--- src/rtl/swire_pkg.sv ---
package swire_pkg;

  typedef enum logic [1:0] {
    OP_WRITE = 2'd0,
    OP_READ  = 2'd1,
    OP_BREAK = 2'd2
  } opKind_t;

  typedef enum logic [1:0] {
    RES_TX = 2'd0,
    RES_RX = 2'd1,
    RES_TO = 2'd2
  } resKind_t;

  // strobes from the bit engine to the register datapath
  typedef struct packed {
    logic finish;
    logic flagTx;
    logic flagRx;
    logic flagTo;
    logic rxShift;
    logic rxBit;
  } ctrlStrobe_t;

  localparam logic [4:0] OFS_REV     = 5'h00;
  localparam logic [4:0] OFS_TXD     = 5'h04;
  localparam logic [4:0] OFS_RXD     = 5'h08;
  localparam logic [4:0] OFS_CTRL    = 5'h0C;
  localparam logic [4:0] OFS_ISTAT   = 5'h10;
  localparam logic [4:0] OFS_SYSCFG  = 5'h14;
  localparam logic [4:0] OFS_SYSSTAT = 5'h18;

  localparam int B_MODE  = 0;
  localparam int B_DIR   = 1;
  localparam int B_BRK   = 2;
  localparam int B_START = 4;
  localparam int B_CLKEN = 5;
  localparam int B_IE    = 6;

  function automatic int maxOf(input int a, input int b);
    return (a > b) ? a : b;
  endfunction

endpackage

--- src/rtl/swire_regs.sv ---
module swire_regs
  import swire_pkg::*;
#(
  parameter int REV_MAJOR = 2,
  parameter int REV_MINOR = 1,
  parameter int RST_CYC   = 8
) (
  input  logic        clk,
  input  logic        rstN,
  input  logic        regWrEn,
  input  logic        regRdEn,
  input  logic [4:0]  regAddr,
  input  logic [7:0]  regWrData,
  output logic [7:0]  regRdData,
  input  ctrlStrobe_t strobe,
  output logic        start,
  output opKind_t     opKind,
  output logic        ieBit,
  output logic        goBit,
  output logic [7:0]  txByte,
  output logic [2:0]  flags,
  output logic        resetting,
  output logic        irq
);

  localparam int RC_W = $clog2(RST_CYC + 1);
  localparam logic [7:0] REV_BYTE = {4'(REV_MAJOR), 4'(REV_MINOR)};

  logic [RC_W-1:0] rstCnt;
  logic [7:0] rxByte;
  logic modeBit, dirBit, brkBit, clkEnBit, autoIdle;
  logic wrCtrl, wrSys, statClr;
  logic [2:0] flagSet;

  assign wrCtrl  = regWrEn && (regAddr == OFS_CTRL) && !resetting;
  assign wrSys   = regWrEn && (regAddr == OFS_SYSCFG) && !resetting;
  assign start   = wrCtrl && !goBit && regWrData[B_START];
  assign statClr = regRdEn && (regAddr == OFS_ISTAT) && ieBit && !resetting;
  assign flagSet = {strobe.flagTx, strobe.flagRx, strobe.flagTo};
  assign resetting = (rstCnt != '0);

  always_comb begin
    if (regWrData[B_BRK])      opKind = OP_BREAK;
    else if (regWrData[B_DIR]) opKind = OP_READ;
    else                       opKind = OP_WRITE;
  end

  // soft reset counter
  always_ff @(posedge clk) begin
    if (!rstN) rstCnt <= '0;
    else if (wrSys && regWrData[1]) rstCnt <= RC_W'(RST_CYC);
    else if (resetting) rstCnt <= rstCnt - 1'b1;
  end

  // control register
  always_ff @(posedge clk) begin
    if (!rstN || resetting) begin
      modeBit  <= 1'b0;
      dirBit   <= 1'b0;
      brkBit   <= 1'b0;
      goBit    <= 1'b0;
      clkEnBit <= 1'b0;
      ieBit    <= 1'b0;
    end else begin
      if (wrCtrl) begin
        modeBit  <= regWrData[B_MODE];
        clkEnBit <= regWrData[B_CLKEN];
        ieBit    <= regWrData[B_IE];
        if (!goBit) begin
          dirBit <= regWrData[B_DIR];
          brkBit <= regWrData[B_BRK];
          goBit  <= regWrData[B_START];
        end
      end
      if (strobe.finish) begin
        goBit  <= 1'b0;
        brkBit <= 1'b0;
      end
    end
  end

  // data registers and system config
  always_ff @(posedge clk) begin
    if (!rstN || resetting) begin
      txByte   <= '0;
      rxByte   <= '0;
      autoIdle <= 1'b0;
    end else begin
      if (regWrEn && regAddr == OFS_TXD) txByte <= regWrData;
      if (wrSys) autoIdle <= regWrData[0];
      if (strobe.rxShift) rxByte <= {strobe.rxBit, rxByte[7:1]};
    end
  end

  // sticky flags: a set beats a clearing read
  for (genvar i = 0; i < 3; i++) begin : g_flag
    always_ff @(posedge clk) begin
      if (!rstN || resetting) flags[i] <= 1'b0;
      else flags[i] <= (flags[i] && !statClr) || flagSet[i];
    end
  end

  assign irq = ieBit && (|flags);

  always_comb begin
    regRdData = '0;
    if (regRdEn) begin
      unique case (regAddr)
        OFS_REV:     regRdData = REV_BYTE;
        OFS_TXD:     regRdData = txByte;
        OFS_RXD:     regRdData = rxByte;
        OFS_CTRL:    regRdData = {1'b0, ieBit, clkEnBit, goBit, 1'b0, brkBit, dirBit, modeBit};
        OFS_ISTAT:   regRdData = {5'b0, flags[2], flags[1], flags[0]};
        OFS_SYSCFG:  regRdData = {6'b0, resetting, autoIdle};
        OFS_SYSSTAT: regRdData = {7'b0, !resetting};
        default:     regRdData = '0;
      endcase
    end
  end

endmodule

--- src/rtl/swire_ctrl.sv ---
module swire_ctrl
  import swire_pkg::*;
#(
  parameter int BIT_CYC    = 40,
  parameter int ONE_LOW    = 8,
  parameter int ZERO_LOW   = 24,
  parameter int BRK_LOW    = 60,
  parameter int BRK_REL    = 20,
  parameter int WAIT_CYC   = 100,
  parameter int SAMPLE_CYC = 12
) (
  input  logic        clk,
  input  logic        rstN,
  input  logic        softRst,
  input  logic        start,
  input  opKind_t     opKind,
  input  logic        ieBit,
  input  logic [7:0]  txByte,
  input  logic        lineIn,
  output logic        lineDriveLow,
  output logic        busy,
  output ctrlStrobe_t strobe
);

  localparam int MAXC = maxOf(maxOf(maxOf(BIT_CYC, BRK_LOW), maxOf(BRK_REL, WAIT_CYC)),
                              maxOf(SAMPLE_CYC, maxOf(ONE_LOW, ZERO_LOW)));
  localparam int CNT_W = $clog2(MAXC + 1);

  typedef enum logic [3:0] {
    S_IDLE, S_BRK_LOW, S_BRK_REL, S_WR_LOW, S_WR_REL,
    S_RD_WAIT, S_RD_SAMP, S_RD_HIGH, S_DONE
  } state_t;

  state_t state;
  logic [CNT_W-1:0] cnt;
  logic [2:0] bitIdx;
  resKind_t res;
  logic [CNT_W-1:0] lowLen;

  assign lowLen = txByte[bitIdx] ? CNT_W'(ONE_LOW) : CNT_W'(ZERO_LOW);

  always_ff @(posedge clk) begin
    if (!rstN || softRst) begin
      state  <= S_IDLE;
      cnt    <= '0;
      bitIdx <= '0;
      res    <= RES_TX;
    end else begin
      unique case (state)
        S_IDLE: begin
          cnt    <= '0;
          bitIdx <= '0;
          if (start) begin
            unique case (opKind)
              OP_BREAK: state <= S_BRK_LOW;
              OP_READ:  state <= S_RD_WAIT;
              default:  state <= S_WR_LOW;
            endcase
          end
        end
        S_BRK_LOW: begin
          if (cnt == CNT_W'(BRK_LOW - 1)) begin
            state <= S_BRK_REL;
            cnt   <= '0;
          end else cnt <= cnt + 1'b1;
        end
        S_BRK_REL: begin
          if (cnt == CNT_W'(BRK_REL - 1)) begin
            state <= S_DONE;
            res   <= RES_TO;
          end else cnt <= cnt + 1'b1;
        end
        S_WR_LOW: begin
          if (cnt == lowLen - 1'b1) state <= S_WR_REL;
          cnt <= cnt + 1'b1;
        end
        S_WR_REL: begin
          if (cnt == CNT_W'(BIT_CYC - 1)) begin
            cnt <= '0;
            if (bitIdx == 3'd7) begin
              state <= S_DONE;
              res   <= RES_TX;
            end else begin
              bitIdx <= bitIdx + 1'b1;
              state  <= S_WR_LOW;
            end
          end else cnt <= cnt + 1'b1;
        end
        S_RD_WAIT: begin
          if (!lineIn) begin
            state <= S_RD_SAMP;
            cnt   <= '0;
          end else if (cnt == CNT_W'(WAIT_CYC - 1)) begin
            state <= S_DONE;
            res   <= RES_TO;
          end else cnt <= cnt + 1'b1;
        end
        S_RD_SAMP: begin
          if (cnt == CNT_W'(SAMPLE_CYC - 1)) begin
            state <= S_RD_HIGH;
            cnt   <= '0;
          end else cnt <= cnt + 1'b1;
        end
        S_RD_HIGH: begin
          if (lineIn) begin
            cnt <= '0;
            if (bitIdx == 3'd7) begin
              state <= S_DONE;
              res   <= RES_RX;
            end else begin
              bitIdx <= bitIdx + 1'b1;
              state  <= S_RD_WAIT;
            end
          end else if (cnt == CNT_W'(WAIT_CYC - 1)) begin
            state <= S_DONE;
            res   <= RES_TO;
          end else cnt <= cnt + 1'b1;
        end
        S_DONE: if (ieBit) state <= S_IDLE;
        default: state <= S_IDLE;
      endcase
    end
  end

  assign busy         = (state != S_IDLE);
  assign lineDriveLow = (state == S_BRK_LOW) || (state == S_WR_LOW);

  always_comb begin
    strobe         = '0;
    strobe.finish  = (state == S_DONE) && ieBit;
    strobe.flagTx  = strobe.finish && (res == RES_TX);
    strobe.flagRx  = strobe.finish && (res == RES_RX);
    strobe.flagTo  = strobe.finish && (res == RES_TO);
    strobe.rxShift = (state == S_RD_SAMP) && (cnt == CNT_W'(SAMPLE_CYC - 1));
    strobe.rxBit   = lineIn;
  end

endmodule

--- src/rtl/swire_master.sv ---
module swire_master
  import swire_pkg::*;
#(
  parameter int REV_MAJOR  = 2,
  parameter int REV_MINOR  = 1,
  parameter int RST_CYC    = 8,
  parameter int BIT_CYC    = 40,
  parameter int ONE_LOW    = 8,
  parameter int ZERO_LOW   = 24,
  parameter int BRK_LOW    = 60,
  parameter int BRK_REL    = 20,
  parameter int WAIT_CYC   = 100,
  parameter int SAMPLE_CYC = 12
) (
  input  logic       clk,
  input  logic       rstN,
  input  logic       regWrEn,
  input  logic       regRdEn,
  input  logic [4:0] regAddr,
  input  logic [7:0] regWrData,
  output logic [7:0] regRdData,
  input  logic       lineIn,
  output logic       lineDriveLow,
  output logic       irq
);

  ctrlStrobe_t strobe;
  opKind_t opKind;
  logic start, ieBit, goBit, resetting, busy;
  logic [7:0] txByte;
  logic [2:0] flags;

  swire_regs #(
    .REV_MAJOR(REV_MAJOR), .REV_MINOR(REV_MINOR), .RST_CYC(RST_CYC)
  ) iRegs (
    .clk(clk), .rstN(rstN), .regWrEn(regWrEn), .regRdEn(regRdEn),
    .regAddr(regAddr), .regWrData(regWrData), .regRdData(regRdData),
    .strobe(strobe), .start(start), .opKind(opKind), .ieBit(ieBit),
    .goBit(goBit), .txByte(txByte), .flags(flags), .resetting(resetting),
    .irq(irq)
  );

  swire_ctrl #(
    .BIT_CYC(BIT_CYC), .ONE_LOW(ONE_LOW), .ZERO_LOW(ZERO_LOW),
    .BRK_LOW(BRK_LOW), .BRK_REL(BRK_REL), .WAIT_CYC(WAIT_CYC),
    .SAMPLE_CYC(SAMPLE_CYC)
  ) iCtrl (
    .clk(clk), .rstN(rstN), .softRst(resetting), .start(start),
    .opKind(opKind), .ieBit(ieBit), .txByte(txByte), .lineIn(lineIn),
    .lineDriveLow(lineDriveLow), .busy(busy), .strobe(strobe)
  );

endmodule

--- config.mk ---
export PLATFORM = sky130hd
export DESIGN_NAME = swire_master
export DESIGN_NICKNAME = d
export VERILOG_FILES = /design/src/rtl/swire_pkg.sv /design/src/rtl/swire_regs.sv /design/src/rtl/swire_ctrl.sv /design/src/rtl/swire_master.sv
export SDC_FILE = /design/constraint.sdc
export NUM_CORES = 1
export LEC_CHECK = 0
export BUFFER_PORTS_ARGS = -buffer_cell sky130_fd_sc_hd__buf_2
export CORE_MARGIN = 2
export CORE_UTILIZATION = 59
export DETAILED_ROUTE_END_ITERATION = 8
export GPL_TIMING_DRIVEN = 0
export PLACE_DENSITY = 0.83
export SKIP_LAST_GASP = 1
export SYNTH_ARGS = -nofsm -noshare
export SYNTH_HDL_FRONTEND = slang
export SYNTH_SLANG_ARGS = --single-unit
--- constraint.sdc ---
create_clock -name clk -period 2.85 [get_ports clk]
set_input_delay 0.7125 -clock clk [delete_from_list [all_inputs] [get_ports clk]]
set_output_delay 0.7125 -clock clk [all_outputs]
set_load 0.01 [all_outputs]
* Word level (Yosys, flattened, before mapping)
Cells that the tools add are included.
Widths: inputs -> output; s select.
** Word-level totals
- Flip-flop bits (word level) :: 46
- Word-level logic and storage cells :: 151
- Input bits :: 18
** Operators by class
- Equal/unequal tests :: 37
- Reductions and logical operators :: 45
- Muxes and demuxes :: 44
- $add $sub $neg :: 4
- Order comparisons :: 1
- Bitwise logic cells :: 2
** Operators by type and width (count)
- $mux 4 :: 14
- $pmux 7 s8 :: 1
- $pmux 8 s7 :: 1
- $mux 7 :: 7
- $pmux 4 s9 :: 1
- $logic_and 1x1->1 :: 20
- $eq 4x3->1 const B :: 4
- $mux 2 :: 8
- $eq 5x5->1 const B :: 3
- $eq 7x6->1 const B :: 2
- $ne 2x1->1 const B :: 7
- $eq 5x4->1 const B :: 2
- $mux 3 :: 3
- $pmux 3 s3 :: 1
- $eq 4x2->1 const B :: 2
- $mux 8 :: 1
- $ne 2x2->1 const B :: 4
- $pmux 2 s4 :: 1
- $reduce_bool 4->1 :: 2
- $reduce_bool 8->1 :: 1
- $add 7x1->7 const B :: 1
- $eq 7x4->1 const B :: 1
- $eq 7x5->1 const B :: 1
- $eq 7x7->1 :: 1
- 30 further kinds :: 44

* Logic depth before layout (Yosys ltp)
Gate-level depths: netlist of run 1.
- Word-level depth :: 7
- Gate-level depth with buffers :: 9
- Gate-level depth less buffers :: 8

* Modules after synthesis
A second synthesis of run 1 with hierarchy kept.
** Second synthesis, totals
- Cell total of the unflattened synthesis :: 359
- Area total of the unflattened synthesis :: 3027.9 sq um
** Modules (own cells, without submodules)
- swire_ctrl :: area an instance 1529.0 sq um, cells each 196, times used 1, seq. area each 320.3 sq um
- swire_regs :: area an instance 1498.9 sq um, cells each 163, times used 1, seq. area each 600.6 sq um

* Worst setup path before layout of run 1
No wires, ideal clock.
- Kind :: input port to output port
- From :: input port regAddr[4]
- To :: output port regRdData[5]
- Slack :: 0.207 ns
- Data required time :: 2.138 ns
- Buffers on the path :: 3
- Arrival time :: 1.931 ns
- Stages :: 7
- Cell sequence :: clkbuf_1 inv_1 and3_1 clkbuf_1 clkbuf_1 nand2_1 a21oi_1
** On the way
- Longest elaborated chain between the ends :: 3
** RTL lines
- from (decl) :: line swire_master.sv:19 : input logic [4:0] regAddr,
- $eq 5x5->1 (tied with other cells) :: line swire_regs.sv:108 : unique case (regAddr)
- $pmux 8 s7 (*) :: line swire_regs.sv:108
- $mux 8 (*) :: line swire_regs.sv:107 : if (regRdEn) begin
- to (decl) :: line swire_master.sv:21 : output logic [7:0] regRdData,
Every way passes the cells marked *; elsewhere a longest branch is shown, timed or not.

* Final worst setup path of run 1
- From :: input port regAddr[1]
- To :: output port regRdData[5]
Same word-level chain as after synthesis.

==> results of run 1 <==
Yosys cell counts (2+ instances only):
cell type	number	area share [%]
mux2i_1	18	6.3
a222oi_1	4	1.4
nand2_1	35	4.6
nand3_1	23	4.0
o21a_1	3	0.79
xor2_1	3	0.92
o31a_1	2	0.61
o21ai_1	3	0.53
nor3b_1	5	1.3
ha_1	5	2.2
a211o_1	2	0.61
a211oi_1	3	0.79
inv_1	8	1.1
o211ai_1	2	0.53
a32oi_1	3	0.92
nand4_1	2	0.44
a21oi_1	33	5.8
o21ai_0	11	1.9
and2_1	6	1.3
nand3b_1	2	0.53
a22oi_1	4	1.1
and3_1	4	0.88
nor2b_1	3	0.66
clkbuf_1	11	1.4
a31o_2	2	0.61
buf_4	2	0.53
nand4b_1	3	0.92
a31oi_1	3	0.66
dfxtp_1	46	32
buf_2	5	0.88
and3b_1	3	0.92
nor3_1	11	1.9
mux4_2	2	1.6
nand2b_1	5	1.1
nor2_1	43	5.7
sequential cells by signal (all words and copies together), names as in the netlist, 2 cells and up:
| name | cells |
|---|---|
| iCtrl.bitIdx | 3 |
| iCtrl.cnt | 7 |
| iCtrl.res | 2 |
| iCtrl.state | 4 |
| iRegs.flags | 3 |
| iRegs.rstCnt | 4 |
| iRegs.rxByte | 8 |
| iRegs.txByte | 8 |
per-layer routing:
metal	share of wire [%]	GRT usage [%]	wire length, um	up-vias
met5	0	0	0	-
met4	2.1	8.08	154	0
met3	8.7	5.62	648	21
met2	45	43.4	3330	149
met1	44	41.4	3280	1301
li1	-	-	-	1359
area by class of cell:
type	count	share of cell area [%]
Inverter	8	0.945
Clock buffer	7	2.40
Buffer	18	3.03
Tap cell	54	2.13
Timing Repair Buffer	28	4.57
Sequential cell	46	29.0
Multi-Input combinational cell	276	57.0
Clock inverter	1	0.945
timing repair:
action | in CTS | in global routing
gates cloned | 0 | 0
endpoints found under the hold margin | 0 | 0
pin swaps | 0 | 1
buffers inserted | 0 | 2
endpoints found under the setup margin | 5 | 7
gates resized for setup | 2 | 6
power by group:
part	switching [mW]	total [mW]	internal, mW
clock	0.226	0.488	0.263
combinational	0.211	0.340	0.129
sequential	0.0244	0.689	0.664
total	0.461	1.52	1.06
layout by cell type, fill, tap and decap left out, types with 5 or more instances in the layout:
cell type / netlist / routed
a21oi_1: 33 / 33
and2_1: 6 / 6
buf_2: 5 / 31
clkbuf_1: 11 / 9
clkbuf_8: 0 / 5
dfxtp_1: 46 / 46
ha_1: 5 / 5
inv_1: 8 / 8
mux2i_1: 18 / 18
nand2_1: 35 / 35
nand2b_1: 5 / 5
nand3_1: 23 / 23
nor2_1: 43 / 42
nor3_1: 11 / 10
nor3b_1: 5 / 5
o21ai_0: 11 / 11
worst min-delay path by stage:
stage | slack [ps] | end | cells past startpoint
3_3_place_gp | 460 | iRegs.txByte[5] | 2
6_report | 470 | iRegs.txByte[5] | 2
2_1_floorplan | 450 | iRegs.txByte[6] | 2
3_5_place_dp | 460 | iRegs.txByte[5] | 2
5_1_grt | 510 | iRegs.txByte[5] | 2
4_1_cts | 470 | iRegs.txByte[5] | 2
per-stage QoR:
step	instance area, um2	hold WS, ps	worst slack (ps)	setup TNS (ps)
5_1_grt	3180	508	-4.05	-4.05
3_5_place_dp	3050	461	-164	-486
6_report	3180	472	31.5	0
4_1_cts	3160	472	-41.6	-41.6
2_1_floorplan	2850	445	207	0
3_3_place_gp	3050	457	-154	-339
worst reg2reg max path, delay by kind of cell (launching register included):
| family | cells | cell delay [ps] |
|---|---|---|
| buffers and inverters | 2 | 290 |
| AOI/OAI and AO/OA | 1 | 540 |
| DFF | 1 | 340 |
| adders and majority gates | 1 | 200 |
| muxes | 1 | 140 |
| and+or+nand+nor | 3 | 670 |
logic make-up after synthesis:
kind of cell / after synthesis / synth area share (%)
multiplexers: 20 / 7.90
XOR/XNOR: 3 / 0.922
AND/OR/NAND/NOR: 154 / 28.1
adder cells (fa/ha/maj): 5 / 2.19
flip-flops: 46 / 32.3
AO/OA/AOI/OAI: 94 / 24.1
buffers and inverters: 28 / 4.43
==> results.py, run 1 <==
metrics = {
    "timing": {
        "slew_headroom_pct": 49.6,
        "timing.fmax_ghz": 0.355,
        "period_minus_slack_ps": 2820,
        "setup_violations": 0,
        "finalHoldViolations": 0,
        "worst_slew_pin_slew_ps": 749,
        "fin_skew_ps": 10.3,
        "fin_crit_sh_pct": 98.9,
        "slew_viol_final": 0,
    },
    "floorplan": {
        "core.rowCount": 25,
        "io_pins": 28,
        "dieArea_um2": 5400,
        "start_util_pct": 60.7,
        "die_h_um": 73.5,
        "core-area_um2": 4690,
        "die_x_um": 73.5,
    },
    "power": {
        "ir_worst_vdd_uv": 394,
        "p_leak_nw": 1.19,
        "total_power_mw": 1.52,
        "power_density_nw_per_um2": 478,
    },
    "placement": {
        "place_congestion": 0.997,
        "portBuffers": 26,
        "dp_hpwl_mm": 5.53,
        "dp_cells": 430,
    },
    "setup_path": {
        "path_delay_family": "simple AND/OR/NAND/NOR gates",
        "path_depth": 7,
        "required_ps": 2140,
        "crit_top_cell": "buf_2",
        "crit_chain": "buf_2 -> nor3_1 -> and3_1 -> clkbuf_4 -> nand2_1 -> a21oi_1 -> buf_2",
        "r2r-end": "iCtrl.bitIdx[1]",
        "crit_fanout": 10,
        "arrival_ps": 2110,
        "critical_path.startpoint_type": "input pin",
        "reg2reg_slack_ps": 590,
        "critPathCaptureType": "output port",
        "timing.rr.start": "iRegs.rstCnt[0]",
        "crit_path_max_incr_delay_ps": 350,
        "crit_type": "in -> out",
        "cp-startpoint": "regAddr[1]",
        "cp-endpoint": "regRdData[5]",
        "crit_buf_inv": 3,
        "crit_path_top_delay_cell": "and3_1",
        "rr_worst_depth": 8,
    },
    "global_route": {
        "grt_pass1_wl_mm": 12.1,
        "grt-ovfl-total": 0,
        "grt_pass1_vias": 2535,
        "grt_max_degree": 14,
        "antenna_found_initial": 0,
        "grt_use_total_pct": 28.6,
    },
    "clock_tree": {
        "cts.path.max_buffers": 2,
        "hold_buffers": 0,
        "cts.sinks": 46,
        "htreeDepth": 2,
        "clock_latency_ps": 300,
        "cts_root_buffer": "clkbuf_8",
        "cts_buffers": 5,
        "path_clk_slew_ps": 80,
        "cts_tree": "done",
    },
    "logic_synthesis": {
        "yosysWarnings": 0,
        "yosysUniqueCellTypes": 65,
        "synth_seq_cells": 46,
        "synth_edf_count": 0,
        "postSynth.asyncResetShare_pct": 0,
        "syn_area_per_cell_um2": 8.14,
        "ys.flop_type": "dfxtp_1",
        "netlist_area_um2": 2850,
        "postSynthCellCount": 350,
        "synth_fp_nets": 373,
        "synth-seq-area-share_pct": 32.3,
    },
    "drt": {
        "firstDrtPassIters": 6,
        "ant_nets": 0,
        "viasPerCell": 6.46,
        "wl_per_cell_um": 16.9,
        "totalWireLength_mm": 7.41,
        "drt_iter0_markers": 264,
        "num_vias": 2830,
        "drc": 0,
    },
    "cells_and_area": {
        "drive_above_1_share_pct": 16.4,
        "multi_input_area_um2": 1810,
        "n_antenna_cell": 0,
        "register_area_um2": 921,
        "instances_no_fill": 438,
        "syn2layout_area_growth_pct": 11.5,
        "utilization_pct": 67.7,
        "layout.nets": 406,
        "nFillCells": 407,
    },
    "run_status": {
        "status": "completed",
    },
    "job": {
        "drv_cap": 0,
    },
    "hold_path": {
        "worstHoldPathType": "reg -> reg",
        "hp-start": "iRegs.txByte[5]",
    },
}
Note: power is estimated with default switching activity, not from simulation.
==> run 2, diff against run 1 <==
==> constraint.sdc (replaced) <==
create_clock -name clk -period 2.85 [get_ports clk]
set_input_delay 0.57 -clock clk [delete_from_list [all_inputs] [get_ports clk]]
set_output_delay 0.57 -clock clk [all_outputs]
set_load 0.01 [all_outputs]
==> results.py, run 2 (synthesis gave the netlist of run 1 again) <==
metrics = {
    "run_status": {
        "status": "completed",
    },
    "cells_and_area": {
        "layout_commonest_cell": "dfxtp_1",
        "layout.nets": 406,
        "syn2layout_area_growth_pct": 10.7,
        "register_area_um2": 921,
        "top_regs": "iRegs.rxByte x8, iRegs.txByte x8, iCtrl.cnt x7",
        "multi_input_area_um2": 1800,
        "stdcell_area_um2": 3160,
        "nFillCells": 410,
        "drive_above_1_share_pct": 15.1,
        "n_antenna_cell": 0,
        "layout_common_cells": "dfxtp_1 (46), nor2_1 (43), nand2_1 (35)",
    },
    "timing": {
        "slew_headroom_pct": 48.1,
        "setup_slack_ps": 150,
        "fin_crit_sh_pct": 94.7,
        "rsz0062_at_grt": "false",
        "fin_skew_ps": 11.9,
        "timing.fmax_ghz": 0.370,
        "period_minus_slack_ps": 2700,
        "finalHoldViolations": 0,
        "slew_viol_final": 0,
        "setup-tns-final_ps": 0,
        "setup_violations": 0,
        "worst_slew_pin_slew_ps": 771,
    },
    "power": {
        "power_density_nw_per_um2": 471,
        "swShare_pct": 30.5,
        "clkPwrFrac_pct": 32.6,
        "switchingPower_mw": 0.453,
        "internal_power_mw": 1.03,
        "seqPwrFrac_pct": 46.3,
        "pwr-share-comb_pct": 21.1,
        "p_leak_nw": 1.18,
        "ir_worst_vdd_uv": 389,
    },
    "setup_path": {
        "critPathCaptureType": "output port",
        "required_ps": 2280,
        "critical_path.startpoint_type": "input pin",
        "arrival_ps": 2130,
        "timing.rr.start": "iCtrl.cnt[0]",
        "cp-startpoint": "regAddr[4]",
        "crit_fanout": 9,
        "crit_type": "in -> out",
    },
    "floorplan": {
        "die_h_um": 73.5,
        "core.rowCount": 25,
        "dieArea_um2": 5400,
        "core-area_um2": 4690,
        "start_util_pct": 60.7,
        "io_pins": 28,
        "die_x_um": 73.5,
    },
    "clock_tree": {
        "path_clk_slew_ps": 80,
        "cts_tree": "done",
        "cts_root_buffer": "clkbuf_8",
        "htreeDepth": 2,
        "cts.sinks": 46,
        "cts.path.max_buffers": 2,
        "cts_setup_buffers": 0,
        "clock_latency_ps": 300,
        "cts_buffers": 5,
    },
    "job": {
        "drv_cap": 0,
    },
    "placement": {
        "portBuffers": 26,
        "place_congestion": 0.997,
        "place_area_um2": 3050,
        "place_ws_ps": 121,
        "dp_hpwl_mm": 5.53,
    },
    "drt": {
        "viasPerCell": 6.49,
        "num_vias": 2841,
        "drt_iter0_markers": 276,
        "wl_per_cell_um": 16.9,
        "drc": 0,
        "firstDrtPassIters": 6,
        "ant_nets": 0,
        "totalWireLength_mm": 7.41,
    },
    "global_route": {
        "grt_pass1_wl_mm": 12.1,
        "grt_pass1_vias": 2530,
        "grt_max_degree": 14,
        "antenna_found_initial": 0,
        "grt-ovfl-total": 0,
        "grt_use_total_pct": 28.6,
    },
    "hold_path": {
        "worstHoldPathType": "reg -> reg",
        "hp-start": "iRegs.txByte[5]",
    },
}
## run 2: layer usage
layer	vias to the layer above	wire (um)	global-route usage (%)
met5	-	0	0
met4	0	74	8.08
met3	8	667	5.62
met2	146	3390	43.4
met1	1337	3270	41.2
li1	1350	-	-
## run 2: layout make-up
cell class | count | share of cell area, %
Buffer | 20 | 3.09
Clock buffer | 7 | 2.42
Clock inverter | 1 | 0.952
Inverter | 8 | 0.952
Multi-Input combinational cell | 276 | 57.1
Sequential cell | 46 | 29.2
Tap cell | 54 | 2.14
Timing Repair Buffer | 26 | 4.12
## run 2: path summary, 6_finish.rpt
check / endpoint / slack [ps] / depth (start not counted)
hold reg to reg: iRegs.txByte[5] / 470 / 2
setup / recovery: regRdData[2] / 150 / 7
setup reg to reg: iCtrl.cnt[0] / 580 / 7
hold / removal: iRegs.txByte[5] / 470 / 2
## run 2: power by group through the flow
stage | Combinational (mW) | Sequential [mW] | Clock, mW
detailed placement | 0.310 | 0.703 | 0
global placement | 0.298 | 0.701 | 0
floorplan | 0.220 | 0.697 | 0
global route | 0.346 | 0.692 | 0.516
CTS | 0.312 | 0.688 | 0.495
finish | 0.313 | 0.689 | 0.485
## run 2: what timing repair did
action	CTS	global route
resized for setup	0	2
setup endpoints to repair	0	1
hold buffers	0	0
endpoints found under the hold margin	0	0
## run 2: metrics by stage
step                      hold WS [ps]  utilization, %  total power, mW  instances
final                              474            67.3             1.49        438
after global routing               508            67.3             1.55        438
after CTS                          472            67.2             1.50        438
after detailed placement           461            65.0             1.01        430
after global placement             457            65.0            0.999        430
after floorplan                    445               -            0.917        350
## run 2: critical path, cell delays in order
cell	delay (ps)
clkbuf_1	290
and3b_1	230
and2_1	150
clkbuf_1	170
a222oi_1	470
a21oi_1	100
buf_2	150
==> run 3, diff against run 2 <==
--- a/config.mk
+++ b/config.mk
@@ -10,7 +10,7 @@
 export CORE_UTILIZATION = 59
 export DETAILED_ROUTE_END_ITERATION = 8
 export GPL_TIMING_DRIVEN = 0
-export PLACE_DENSITY = 0.83
+export PLACE_DENSITY = 0.8
 export SKIP_LAST_GASP = 1
 export SYNTH_ARGS = -nofsm -noshare
 export SYNTH_HDL_FRONTEND = slang
==> results.py, run 3 (synthesis gave the netlist of run 1 again) <==
metrics = {
    "run_status": {
        "status": "completed",
    },
    "global_route": {
        "grt-ovfl-total": 0,
        "grt_pass1_wl_mm": 11.7,
        "grt_max_degree": 14,
        "antenna_found_initial": 0,
        "grt_pass1_vias": 2387,
        "grt_use_total_pct": 28.0,
    },
    "drt": {
        "wl_per_cell_um": 16.6,
        "firstDrtPassIters": 5,
        "num_vias": 2842,
        "totalWireLength_mm": 7.27,
        "drc": 0,
        "viasPerCell": 6.50,
        "ant_nets": 0,
        "drt_iter0_markers": 321,
    },
    "clock_tree": {
        "cts.path.max_buffers": 2,
        "cts_tree": "done",
        "clock_latency_ps": 300,
        "cts_buffers": 5,
        "cts.sinks": 46,
        "hold_buffers": 0,
        "cts_root_buffer": "clkbuf_8",
        "htreeDepth": 2,
        "path_clk_slew_ps": 80,
    },
    "cells_and_area": {
        "top_regs": "iRegs.rxByte x8, iRegs.txByte x8, iCtrl.cnt x7",
        "layout_common_cells": "dfxtp_1 (46), nor2_1 (43), nand2_1 (35)",
        "layout.nets": 406,
        "syn2layout_area_growth_pct": 9.79,
        "utilization_pct": 66.7,
        "drive_above_1_share_pct": 15.1,
        "layout_commonest_cell": "dfxtp_1",
        "n_antenna_cell": 0,
    },
    "setup_path": {
        "crit_path_max_incr_delay_ps": 380,
        "timing.rr.start": "iRegs.rstCnt[0]",
        "reg2reg_slack_ps": 510,
        "crit_top_cell": "clkbuf_1",
        "path_delay_family": "buffers and inverters",
        "path_depth": 7,
        "crit_path_top_delay_cell": "a222oi_1",
        "crit_fanout": 9,
        "arrival_ps": 2060,
        "required_ps": 2280,
        "critPathCaptureType": "output port",
        "r2r-end": "iCtrl.state[1]",
        "rr_worst_depth": 9,
        "crit_chain": "clkbuf_1 -> and3b_1 -> and2_1 -> clkbuf_1 -> a222oi_1 -> a21oi_1 -> buf_2",
        "crit_type": "in -> out",
        "critical_path.startpoint_type": "input pin",
        "crit_buf_inv": 3,
    },
    "timing": {
        "slew_viol_final": 0,
        "setup_violations": 0,
        "holdWs_ps": 480,
        "rsz0062_at_grt": "false",
        "fin_skew_ps": 4.73,
        "period_minus_slack_ps": 2630,
        "setup-tns-final_ps": 0,
        "finalHoldViolations": 0,
        "worst_slew_pin_slew_ps": 659,
        "fin_crit_sh_pct": 92.4,
        "slew_headroom_pct": 55.6,
        "timing.fmax_ghz": 0.380,
    },
    "job": {
        "drv_cap": 0,
    },
    "power": {
        "clkPwrFrac_pct": 28.1,
        "internal_power_mw": 0.939,
        "swShare_pct": 32.5,
        "power_density_nw_per_um2": 445,
        "seqPwrFrac_pct": 49.4,
        "switchingPower_mw": 0.453,
        "pwr-share-comb_pct": 22.6,
        "p_leak_nw": 1.16,
        "ir_worst_vdd_uv": 343,
    },
    "floorplan": {
        "die_h_um": 73.5,
        "io_pins": 28,
        "die_x_um": 73.5,
        "core-area_um2": 4690,
        "start_util_pct": 60.7,
        "core.rowCount": 25,
        "dieArea_um2": 5400,
    },
    "hold_path": {
        "hp-start": "iRegs.txByte[0]",
        "hold_end": "iRegs.txByte[0]",
        "worstHoldPathType": "reg -> reg",
        "min_path_cells": 2,
    },
    "placement": {
        "portBuffers": 26,
        "place_congestion": 0.977,
        "dp_hpwl_mm": 5.48,
    },
}
run 3: area by class of cell:
| class | count | area (um2) |
|---|---|---|
| clock inverter | 1 | 7.51 |
| multi-input combinational | 276 | 1800 |
| fill | 422 | 1560 |
| clock buffer | 6 | 72.6 |
| timing repair buffer | 26 | 130 |
| sequential | 46 | 921 |
| tap | 54 | 67.6 |
| inverter | 8 | 30.0 |
| buffer | 20 | 97.6 |
run 3: what timing repair did:
| action | 4_1_cts | 5_1_grt |
|---|---|---|
| gates resized for setup | 0 | 2 |
| setup buffers | 0 | 0 |
| setup endpoints to repair | 0 | 2 |
run 3: worst register-to-register path: stages, from the launching register on:
cell	delay (ps)
dfxtp_1	340
inv_1	110
ha_1	200
nor3b_4	390
and4_1	240
buf_4	170
a31oi_4	110
nor4_4	370
o21ai_1	100
a31oi_1	210
run 3: routing by layer:
layer  track usage [%]  wire, um  up-vias
li1                  -         -     1359
met1              42.4      3440     1335
met2              40.8      3150      133
met3              4.39       551       15
met4              7.88       128        0
met5                 0         0        -
run 3: stage by stage:
stage / std cells / power, mW / setup WS, ps / area [um2]
after global placement: 430 / 1.00 / 133 / 3050
after floorplan: 350 / 0.917 / 492 / 2850
after detailed placement: 430 / 1.02 / 127 / 3050
after CTS: 437 / 1.40 / 120 / 3130
after global routing: 437 / 1.46 / 87.8 / 3130
final: 437 / 1.39 / 216 / 3130
run 3: power groups by stage:
stage,Sequential [mW],Clock (mW),Combinational [mW]
2_1_floorplan,0.697,0,0.220
3_3_place_gp,0.701,0,0.300
3_5_place_dp,0.702,0,0.314
4_1_cts,0.687,0.400,0.315
5_1_grt,0.689,0.418,0.353
6_report,0.687,0.391,0.314
run 3: worst max-delay path by stage:
stage / start / end / slack (ps)
6_report: regAddr[4] / regRdData[2] / 220
5_1_grt: iRegs.rstCnt[0] / regRdData[0] / 90
4_1_cts: regAddr[1] / regRdData[5] / 120
3_5_place_dp: regAddr[1] / regRdData[5] / 130
3_3_place_gp: regAddr[1] / regRdData[5] / 130
2_1_floorplan: regAddr[4] / regRdData[5] / 490
